### src/rtl/vex_pkg.sv
package vex_pkg;

  localparam int BYTE_W  = 8;
  localparam int REG_W   = 4;
  localparam int MAP_W   = 5;
  localparam int SIMD_W  = 2;

  localparam logic [BYTE_W-1:0] LEAD_LONG  = 8'hC4;
  localparam logic [BYTE_W-1:0] LEAD_SHORT = 8'hC5;

  typedef enum logic [2:0] {
    ST_IDLE,
    ST_SECOND,
    ST_THIRD,
    ST_FOLLOW,
    ST_HOLD
  } pstate_e;

  typedef enum logic [1:0] {
    KIND_PLAIN,
    KIND_LEGACY,
    KIND_SHORT,
    KIND_LONG
  } kind_e;

  typedef struct packed {
    logic              is_vex;
    logic              three_byte;
    logic              map_rsvd;
    logic              ext_r;
    logic              ext_x;
    logic              ext_b;
    logic              w;
    logic [REG_W-1:0]  src2;
    logic              src2_used;
    logic              len256;
    logic [SIMD_W-1:0] simd;
    logic [MAP_W-1:0]  map;
    logic [BYTE_W-1:0] lead;
    logic [BYTE_W-1:0] follow;
    logic              follow_valid;
  } vex_rec_t;

endpackage

### src/rtl/vex_lead_classify.sv
module vex_lead_classify
  import vex_pkg::*;
(
  input  logic [BYTE_W-1:0] byte_i,
  output logic              lead_any_o,
  output logic              lead_long_o,
  output logic              reg_form_o
);

  always_comb begin
    lead_long_o = (byte_i == LEAD_LONG);
    lead_any_o  = lead_long_o || (byte_i == LEAD_SHORT);
    // A second byte with both top bits set cannot be a memory-form ModRM.
    reg_form_o  = &byte_i[BYTE_W-1:BYTE_W-2];
  end

endmodule

### src/rtl/vex_seq_ctrl.sv
module vex_seq_ctrl
  import vex_pkg::*;
(
  input  logic              clk,
  input  logic              rst_n,
  input  logic              mode64,
  input  logic              in_valid,
  input  logic [BYTE_W-1:0] in_byte,
  input  logic              out_ready,
  input  logic              lead_any,
  input  logic              lead_long,
  input  logic              reg_form,
  output logic              in_ready,
  output logic              out_valid,
  output kind_e             kind_q,
  output logic              mode_q,
  output logic [BYTE_W-1:0] lead_q,
  output logic [BYTE_W-1:0] second_q,
  output logic [BYTE_W-1:0] third_q,
  output logic [BYTE_W-1:0] follow_q
);

  pstate_e state_q, state_d;
  kind_e   kind_d;
  logic    take;
  logic    ld_lead, ld_second, ld_third, ld_follow, ld_kind;

  assign in_ready  = (state_q != ST_HOLD);
  assign out_valid = (state_q == ST_HOLD);
  assign take      = in_valid && in_ready;

  always_comb begin
    state_d   = state_q;
    kind_d    = kind_q;
    ld_lead   = 1'b0;
    ld_second = 1'b0;
    ld_third  = 1'b0;
    ld_follow = 1'b0;
    ld_kind   = 1'b0;
    unique case (state_q)
      ST_IDLE: begin
        if (take) begin
          ld_lead = 1'b1;
          ld_kind = 1'b1;
          if (lead_any) begin
            kind_d  = lead_long ? KIND_LONG : KIND_SHORT;
            state_d = ST_SECOND;
          end else begin
            kind_d  = KIND_PLAIN;
            state_d = ST_HOLD;
          end
        end
      end
      ST_SECOND: begin
        if (take) begin
          ld_second = 1'b1;
          if (!mode_q && !reg_form) begin
            ld_follow = 1'b1;
            ld_kind   = 1'b1;
            kind_d    = KIND_LEGACY;
            state_d   = ST_HOLD;
          end else if (kind_q == KIND_LONG) begin
            state_d = ST_THIRD;
          end else begin
            state_d = ST_FOLLOW;
          end
        end
      end
      ST_THIRD: begin
        if (take) begin
          ld_third = 1'b1;
          state_d  = ST_FOLLOW;
        end
      end
      ST_FOLLOW: begin
        if (take) begin
          ld_follow = 1'b1;
          state_d   = ST_HOLD;
        end
      end
      ST_HOLD: begin
        if (out_ready) state_d = ST_IDLE;
      end
      default: state_d = ST_IDLE;
    endcase
  end

  always_ff @(posedge clk or negedge rst_n) begin
    if (!rst_n) begin
      state_q <= ST_IDLE;
    end else begin
      state_q <= state_d;
    end
  end

  always_ff @(posedge clk or negedge rst_n) begin
    if (!rst_n) begin
      kind_q   <= KIND_PLAIN;
      mode_q   <= 1'b0;
      lead_q   <= '0;
      second_q <= '0;
      third_q  <= '0;
      follow_q <= '0;
    end else begin
      if (ld_kind) kind_q <= kind_d;
      if (ld_lead) begin
        lead_q   <= in_byte;
        mode_q   <= mode64;
        follow_q <= '0;
      end
      if (ld_second) second_q <= in_byte;
      if (ld_third)  third_q  <= in_byte;
      if (ld_follow) follow_q <= in_byte;
    end
  end

endmodule

### src/rtl/vex_field_decode.sv
module vex_field_decode
  import vex_pkg::*;
#(
  parameter int MAP_LAST = 3
) (
  input  kind_e             kind,
  input  logic              mode64,
  input  logic [BYTE_W-1:0] lead,
  input  logic [BYTE_W-1:0] second,
  input  logic [BYTE_W-1:0] third,
  input  logic [BYTE_W-1:0] follow,
  output vex_rec_t          rec
);

  localparam int VV_LO = 3;
  localparam int VV_HI = VV_LO + REG_W - 1;

  logic              r_n, x_n, b_n;
  logic [REG_W-1:0]  vv_n;
  logic [MAP_W-1:0]  map_sel;
  logic              wbit, lbit;
  logic [SIMD_W-1:0] pp;
  logic [BYTE_W-1:0] vl_byte;

  always_comb begin
    vl_byte = (kind == KIND_LONG) ? third : second;
    vv_n    = vl_byte[VV_HI:VV_LO];
    lbit    = vl_byte[2];
    pp      = vl_byte[SIMD_W-1:0];
    r_n     = second[7];
    if (kind == KIND_LONG) begin
      x_n     = second[6];
      b_n     = second[5];
      map_sel = second[MAP_W-1:0];
      wbit    = third[7];
    end else begin
      x_n     = 1'b1;
      b_n     = 1'b1;
      map_sel = MAP_W'(1);
      wbit    = 1'b0;
    end
  end

  always_comb begin
    rec        = '0;
    rec.lead   = lead;
    rec.follow = follow;
    unique case (kind)
      KIND_PLAIN: begin
        rec.follow = '0;
      end
      KIND_LEGACY: begin
        rec.follow_valid = 1'b1;
      end
      KIND_SHORT, KIND_LONG: begin
        rec.is_vex       = 1'b1;
        rec.three_byte   = (kind == KIND_LONG);
        rec.ext_r        = mode64 & ~r_n;
        rec.ext_x        = mode64 & ~x_n;
        rec.ext_b        = mode64 & ~b_n;
        rec.w            = wbit;
        rec.src2_used    = ~&vv_n;
        rec.src2         = ~vv_n;
        rec.len256       = lbit;
        rec.simd         = pp;
        rec.map          = map_sel;
        rec.map_rsvd     = (map_sel == '0) || (int'(map_sel) > MAP_LAST);
        rec.follow_valid = 1'b1;
      end
      default: rec = '0;
    endcase
  end

endmodule

### src/rtl/vex_prefix_parser.sv
module vex_prefix_parser
  import vex_pkg::*;
#(
  parameter int MAP_LAST = 3
) (
  input  logic        clk,
  input  logic        rst_n,
  input  logic        mode64,
  input  logic        in_valid,
  input  logic [7:0]  in_byte,
  output logic        in_ready,
  output logic        out_valid,
  input  logic        out_ready,
  output logic        out_is_vex,
  output logic        out_three_byte,
  output logic        out_map_rsvd,
  output logic        out_ext_r,
  output logic        out_ext_x,
  output logic        out_ext_b,
  output logic        out_w,
  output logic [3:0]  out_src2,
  output logic        out_src2_used,
  output logic        out_len256,
  output logic [1:0]  out_simd,
  output logic [4:0]  out_map,
  output logic [7:0]  out_lead,
  output logic [7:0]  out_follow,
  output logic        out_follow_valid
);

  logic              lead_any, lead_long, reg_form;
  kind_e             kind_q;
  logic              mode_q;
  logic [BYTE_W-1:0] lead_q, second_q, third_q, follow_q;
  vex_rec_t          rec;

  vex_lead_classify i_classify (
    .byte_i      (in_byte),
    .lead_any_o  (lead_any),
    .lead_long_o (lead_long),
    .reg_form_o  (reg_form)
  );

  vex_seq_ctrl i_seq (
    .clk       (clk),
    .rst_n     (rst_n),
    .mode64    (mode64),
    .in_valid  (in_valid),
    .in_byte   (in_byte),
    .out_ready (out_ready),
    .lead_any  (lead_any),
    .lead_long (lead_long),
    .reg_form  (reg_form),
    .in_ready  (in_ready),
    .out_valid (out_valid),
    .kind_q    (kind_q),
    .mode_q    (mode_q),
    .lead_q    (lead_q),
    .second_q  (second_q),
    .third_q   (third_q),
    .follow_q  (follow_q)
  );

  vex_field_decode #(.MAP_LAST(MAP_LAST)) i_decode (
    .kind   (kind_q),
    .mode64 (mode_q),
    .lead   (lead_q),
    .second (second_q),
    .third  (third_q),
    .follow (follow_q),
    .rec    (rec)
  );

  assign out_is_vex       = rec.is_vex;
  assign out_three_byte   = rec.three_byte;
  assign out_map_rsvd     = rec.map_rsvd;
  assign out_ext_r        = rec.ext_r;
  assign out_ext_x        = rec.ext_x;
  assign out_ext_b        = rec.ext_b;
  assign out_w            = rec.w;
  assign out_src2         = rec.src2;
  assign out_src2_used    = rec.src2_used;
  assign out_len256       = rec.len256;
  assign out_simd         = rec.simd;
  assign out_map          = rec.map;
  assign out_lead         = rec.lead;
  assign out_follow       = rec.follow;
  assign out_follow_valid = rec.follow_valid;

endmodule

### config.mk
export PLATFORM = sky130hd
export DESIGN_NAME = vex_prefix_parser
export DESIGN_NICKNAME = d
export VERILOG_FILES = /design/src/rtl/vex_pkg.sv /design/src/rtl/vex_lead_classify.sv /design/src/rtl/vex_seq_ctrl.sv /design/src/rtl/vex_field_decode.sv /design/src/rtl/vex_prefix_parser.sv
export SDC_FILE = /design/constraint.sdc
export NUM_CORES = 1
export LEC_CHECK = 0
export BUFFER_PORTS_ARGS = -buffer_cell sky130_fd_sc_hd__buf_4
export CORE_MARGIN = 3
export CORE_UTILIZATION = 50
export CTS_CLUSTER_DIAMETER = 40
export DETAILED_ROUTE_END_ITERATION = 8
export HOLD_SLACK_MARGIN = 0.08
export PLACE_DENSITY = 0.75
export SETUP_SLACK_MARGIN = 0.4
export SLEW_MARGIN = 0
export SYNTH_ARGS = -nofsm -noshare
export SYNTH_HDL_FRONTEND = slang
export SYNTH_HIERARCHICAL = 1
export SYNTH_SLANG_ARGS = --single-unit
### constraint.sdc
create_clock -name clk -period 2.5 [get_ports clk]
set_input_delay 0.375 -clock clk [delete_from_list [all_inputs] [get_ports clk]]
set_output_delay 0.375 -clock clk [all_outputs]
set_load 0.05 [all_outputs]
# After elaboration in Yosys (flattened, before gate mapping)

Cells that the tools add are included.

Register bits: 38
Input port bits: 13
Output and inout port bits: 39
Logic and storage cells: 82

$lt $le $gt $ge: 1
Equality and inequality tests: 16
Mux-type cells: 33
Bitwise gates (word level): 7
Reduce and logical (&&, ||, !) cells: 18

Operators by type and width:

| cell                 | number |
|---|---|
| $mux W8              | 3 |
| $mux W3              | 7 |
| $mux W20             | 1 |
| $eq A8 B8 Y1 const B | 2 |
| $pmux W3 S5          | 1 |
| $mux W1              | 12 |
| $ne A2 B1 Y1 const B | 6 |
| $reduce_and A5 Y1    | 2 |
| $mux W2              | 4 |
| $mux W7              | 1 |
| $eq A3 B2 Y1 const B | 2 |
| $gt A5 B2 Y1 const B | 1 |
| $logic_not A5 Y1     | 1 |
| $mux W5              | 1 |
| $eq A2 B2 Y1 const B | 2 |
| $not A4 Y4           | 1 |
| $pmux W1 S2          | 2 |
| $pmux W2 S2          | 1 |
| $reduce_and A4 Y1    | 1 |
| $reduce_bool A2 Y1   | 2 |
| $and A1 B1 Y1        | 3 |
| $eq A3 B1 Y1 const B | 1 |
| $eq A3 B3 Y1 const B | 1 |
| $logic_not A1 Y1     | 3 |
| 10 further kinds     | 14 |

# Logic depth before layout (Yosys ltp)

Depth in word-level cells: 7
Depth in mapped cells: 5
Gate-level depth less buffers: 4

# Hierarchy

Netlist, hierarchy kept.

Modules (own cells, without submodules):

| module            | times used | cells each | area an instance (um2) | sequential area each (um2) |
|---|---|---|---|---|
| vex_seq_ctrl      | 1          | 110        | 1596.5                 | 950.9 |
| vex_field_decode  | 1          | 56         | 371.6                  | 0.0 |
| vex_lead_classify | 1          | 5          | 41.3                   | 0.0 |

# Worst setup path before layout

No wires, ideal clock.

Kind: register -> output
Start point: reg i_seq.kind_q[0]
End point: out out_ext_b
Arrival time: 1749 ps
Data required time: 2125 ps
Path slack: 376 ps
Cell stages (with the launch flop): 5
Path buffers: 1
Cell sequence: dfrtp_1 > buf_6 > and2_1 > nand2_1 > nor2_1

Cells in the longest elaborated chain, start to end: 5
Elaborated cells between the ends (all ways): 7
Classes of those cells: eq/ne (2); mux (2); bitwise (2); reduce/logical (1)

RTL lines:

| element                  | RTL line                                       | RTL |
|---|---|---|
| start: declaration       | vex_seq_ctrl.sv:15                             | `output kind_e kind_q,` |
| start signal: assignment | vex_seq_ctrl.sv:105                            | `if (ld_kind) kind_q <= kind_d;` |
| $eq A2 B2 Y1             | vex_field_decode.sv:31, vex_field_decode.sv:48 |  |
| $mux W1                  | vex_field_decode.sv:31                         | `if (kind == KIND_LONG) begin` |
| $not A1 Y1               | vex_field_decode.sv:60                         | `rec.ext_b = mode64 & ~b_n;` |
| $and A1 B1 Y1            | vex_field_decode.sv:60                         |  |
| $mux W20 (*)             | vex_field_decode.sv:48                         | `unique case (kind)` |
| end: declaration         | vex_prefix_parser.sv:19                        | `output logic out_ext_b,` |

Every way passes the cells marked *; elsewhere a longest branch is shown, timed or not.

# Worst setup path after layout

Start point: reg i_seq.kind_q[0]
End point: out out_follow[5]

Cells in the longest elaborated chain, start to end: 2

RTL lines:

| element          | RTL line                | RTL |
|---|---|---|
| $logic_not A2 Y1 | vex_field_decode.sv:48  |  |
| $mux W8          | vex_field_decode.sv:48  |  |
| end: declaration | vex_prefix_parser.sv:27 | `output logic [7:0] out_follow,` |

No other way between the ends.

==> results by group <==
Finish
  • Total number of nets in the final design: 229
  • Antenna Diode Count: 0
  • Non-Filler Cell Area, Final: 0.002502 mm²
  • Commonest non-fill, non-tap cells in the layout: sky130_fd_sc_hd__buf_4, sky130_fd_sc_hd__dfrtp_1, sky130_fd_sc_hd__mux2_2, sky130_fd_sc_hd__nor2b_1
  • Most frequent standard cell in the layout excluding fill and tap cells: sky130_fd_sc_hd__buf_4
  • Area growth, synth to finish: 24.53%
  • Share of final-layout standard cells stronger than drive strength 1: 47.00%
  • Post-Route Utilization: 66.36%

Logic synthesis
  • Number of synthesized register bits: 38
  • Post-synth EDFFs: 0
  • Mapped cell area: 0.002009 mm²
  • Register area share after synthesis: 47.32%
  • Netlist cell types: 36
  • Fraction of registers with async set/reset: 100.0%
  • Syn. warnings: 6
  • Post-synthesis average cell area: 11.75 µm²
  • Gate count of the mapped netlist: 171
  • Synth Flop Type: sky130_fd_sc_hd__dfrtp_1
  • Number of nets produced by synthesis: 184

Power
  • Part of the power in the clock network: 29.5%
  • Design Power: 2.175 mW
  • Worst ir drop on vdd: 0.5794 mV
  • Proportion of total power due to net switching: 34.23%
  • PD cells: 869.0 mW/mm²
  • Internal Pwr Total: 1.430 mW
  • Psw: 0.7444 mW
  • Pleak: 1.223 nW
  • Share of total power in combinational logic: 29.6%
  • Fraction of power consumed by sequential logic: 40.9%

STA
  • Worst Hold Slack: 322.7 ps
  • Relative slew slack: 53.90%
  • Setup repair after global routing missed its margin: no
  • Setup violations, final: 0
  • Fin. Hold Viols: 0
  • Number of pins exceeding their max-slew limit in the final report: 0
  • Max Clk Rate: 525.0 MHz
  • Time the worst path needs with I/O delays and setup: 1905 ps
  • Period utilization: 76.18%
  • Worst-margin pin slew: 688.5 ps
  • Sum of negative setup slack: 0 ps
  • Clock tree skew after final layout: 7.957 ps

Critical path
  • Largest fanout on the critical path: 18
  • Critical path class: flip-flop to output port
  • Launching element type of the critical path: flip-flop
  • Data arrival, critical path: 1530 ps
  • Type of element capturing the critical path: output port
  • Required time at the worst-slack endpoint: 2120 ps

Floorplan
  • Starting utilization of the core area: 53.28%
  • Num rows: 22
  • Total die area: 0.004816 mm²
  • Top-Level Pins: 52
  • Die Span X: 69.40 µm
  • Vertical extent of the die: 69.40 µm
  • Area of the core region: 0.003771 mm²

Routing
  • Antenna Nets Post-Route: 0
  • Number of DRC markers in iteration 0: 72
  • Count of vias placed by the detailed router: 1472
  • DRC violation count after routing: 0
  • Pre-antenna DRT Iters: 4
  • Sum of routed wire length over all layers: 4471 µm
  • Detail-routed via count per cell: 5.555
  • Wirelength per Cell: 16.87 µm

Clocking
  • Depth of the CTS H-tree: 2
  • Clk buf depth: 2
  • Clk_lat worst skew: 300 ps
  • CTS root buffer: sky130_fd_sc_hd__clkbuf_8
  • Setup Fix Bufs, Post-CTS: 0
  • Clock buffer count from CTS: 5
  • Total clock sinks: 38
  • TritonCTS clock tree: done
  • CTS clk-pin slew, worst paths: 70 ps

Global route
  • Maximum number of pins on one net before global-route repair: 39
  • Antenna violations before repair: 0
  • Number of global-route vias before repair: 1512
  • Total congestion overflow: 0
  • GRT Overall Usage: 19.50%
  • Global-route wire length before repair: 7348 µm

Placed design
  • RD Place Congestion: 0.8014
  • Instance area after placement: 0.002347 mm²
  • IO buf count: 51
  • Half-perimeter wire length after placement: 3222 µm

Flow run
  • Max-capacitance violation count: 0

Worst hold path
  • Hold/Removal Path Class: primary input to flip-flop

Run status
  • Run status: finished clean
-- power by group through the flow --
stage	combinational, mW	clock [mW]	sequential, mW
2_1_floorplan	0.584	0	0.832
3_3_place_gp	0.631	0	0.887
3_5_place_dp	0.646	0	0.896
4_1_cts	0.650	0.656	0.884
5_1_grt	0.687	0.687	0.911
6_report	0.645	0.641	0.889
-- layer usage --
layer,part of all wire [%],GRT usage (%),vias to the layer above
li1,-,-,671
met1,42,22.41,752
met2,52,33.37,39
met3,4.3,4.783,10
met4,2.3,10.20,0
met5,0,0,-
-- cell families after synthesis --
kind of cell	Yosys count	share of synthesized area [%]
AO/OA/AOI/OAI	12	4.794
multiplexers	40	21.98
flip-flops	38	47.32
buffers and inverters	22	6.911
AND/OR/NAND/NOR	59	18.99
-- flip-flops by register name (all words and copies together) (netlist names) --
register / count
i_seq/kind_q: 2
i_seq/state_q: 3
i_seq/mode_q: 1
i_seq/follow_q: 8
i_seq/lead_q: 8
i_seq/third_q: 8
i_seq/second_q: 8
-- final cells by class --
cell class                      count  area, µm²
Clock buffer                        6      82.58
Clock inverter                      2      60.06
Fill cell                         290       1269
Inverter                            7      26.28
Multi-Input combinational cell    111      919.6
Sequential cell                    38      953.4
Tap cell                           48      60.06
Timing Repair Buffer               53      400.4
-- synth_stat cells, types with 4 or more instances --
master                     number  area share (%)
sky130_fd_sc_hd__and2_1         5             1.6
sky130_fd_sc_hd__buf_4          8             3.0
sky130_fd_sc_hd__mux2_2        33              18
sky130_fd_sc_hd__nand2b_1       4             1.2
sky130_fd_sc_hd__and3_1         6             1.9
sky130_fd_sc_hd__inv_1          7             1.3
sky130_fd_sc_hd__nand2_1        5            0.93
sky130_fd_sc_hd__nor2_1         6             1.1
sky130_fd_sc_hd__mux2i_1        7             3.5
sky130_fd_sc_hd__dfrtp_1       38              47
sky130_fd_sc_hd__nor2b_1       19             5.9
-- critical path: stages, from the launching register on --
cell and delay (ps):
sky130_fd_sc_hd__dfrtp_2 550, sky130_fd_sc_hd__nor2_2 380, sky130_fd_sc_hd__nor2b_1 100, sky130_fd_sc_hd__buf_4 200
-- metrics by stage --
| stage | worst slack, ps | cells |
|---|---|---|
| CTS | 412.0 | 265 |
| finish | 595.4 | 265 |
| global route | 487.5 | 265 |
| floorplan | 375.7 | 171 |
| global placement | 776.7 | 256 |
| detailed placement | 729.4 | 256 |
-- path summary, 6_finish.rpt --
check                                         startpoint                             to  slack, ps  depth (start not counted)
max                          i_seq/kind_q[0]$_DFFE_PN0P_                  out_follow[5]        600                          3
min                                               mode64       i_seq/mode_q$_DFFE_PN0P_        320                          2
max reg2reg                 i_seq/state_q[2]$_DFFE_PN0P_   i_seq/third_q[3]$_DFFE_PN0P_        750                          3
min reg2reg                i_seq/second_q[7]$_DFFE_PN0P_  i_seq/second_q[7]$_DFFE_PN0P_        510                          1
max in group asynchronous                          rst_n    i_seq/kind_q[1]$_DFFE_PN0P_       1560                          2
min in group asynchronous                          rst_n  i_seq/follow_q[2]$_DFFE_PN0P_        580                          2
-- repair_timing --
action	CTS	global route
resized for setup	0	2
endpoints found under the setup margin	0	17
endpoints found under the hold margin	38	0
hold buffers	1	0
Power figures use the tool's default switching activity.
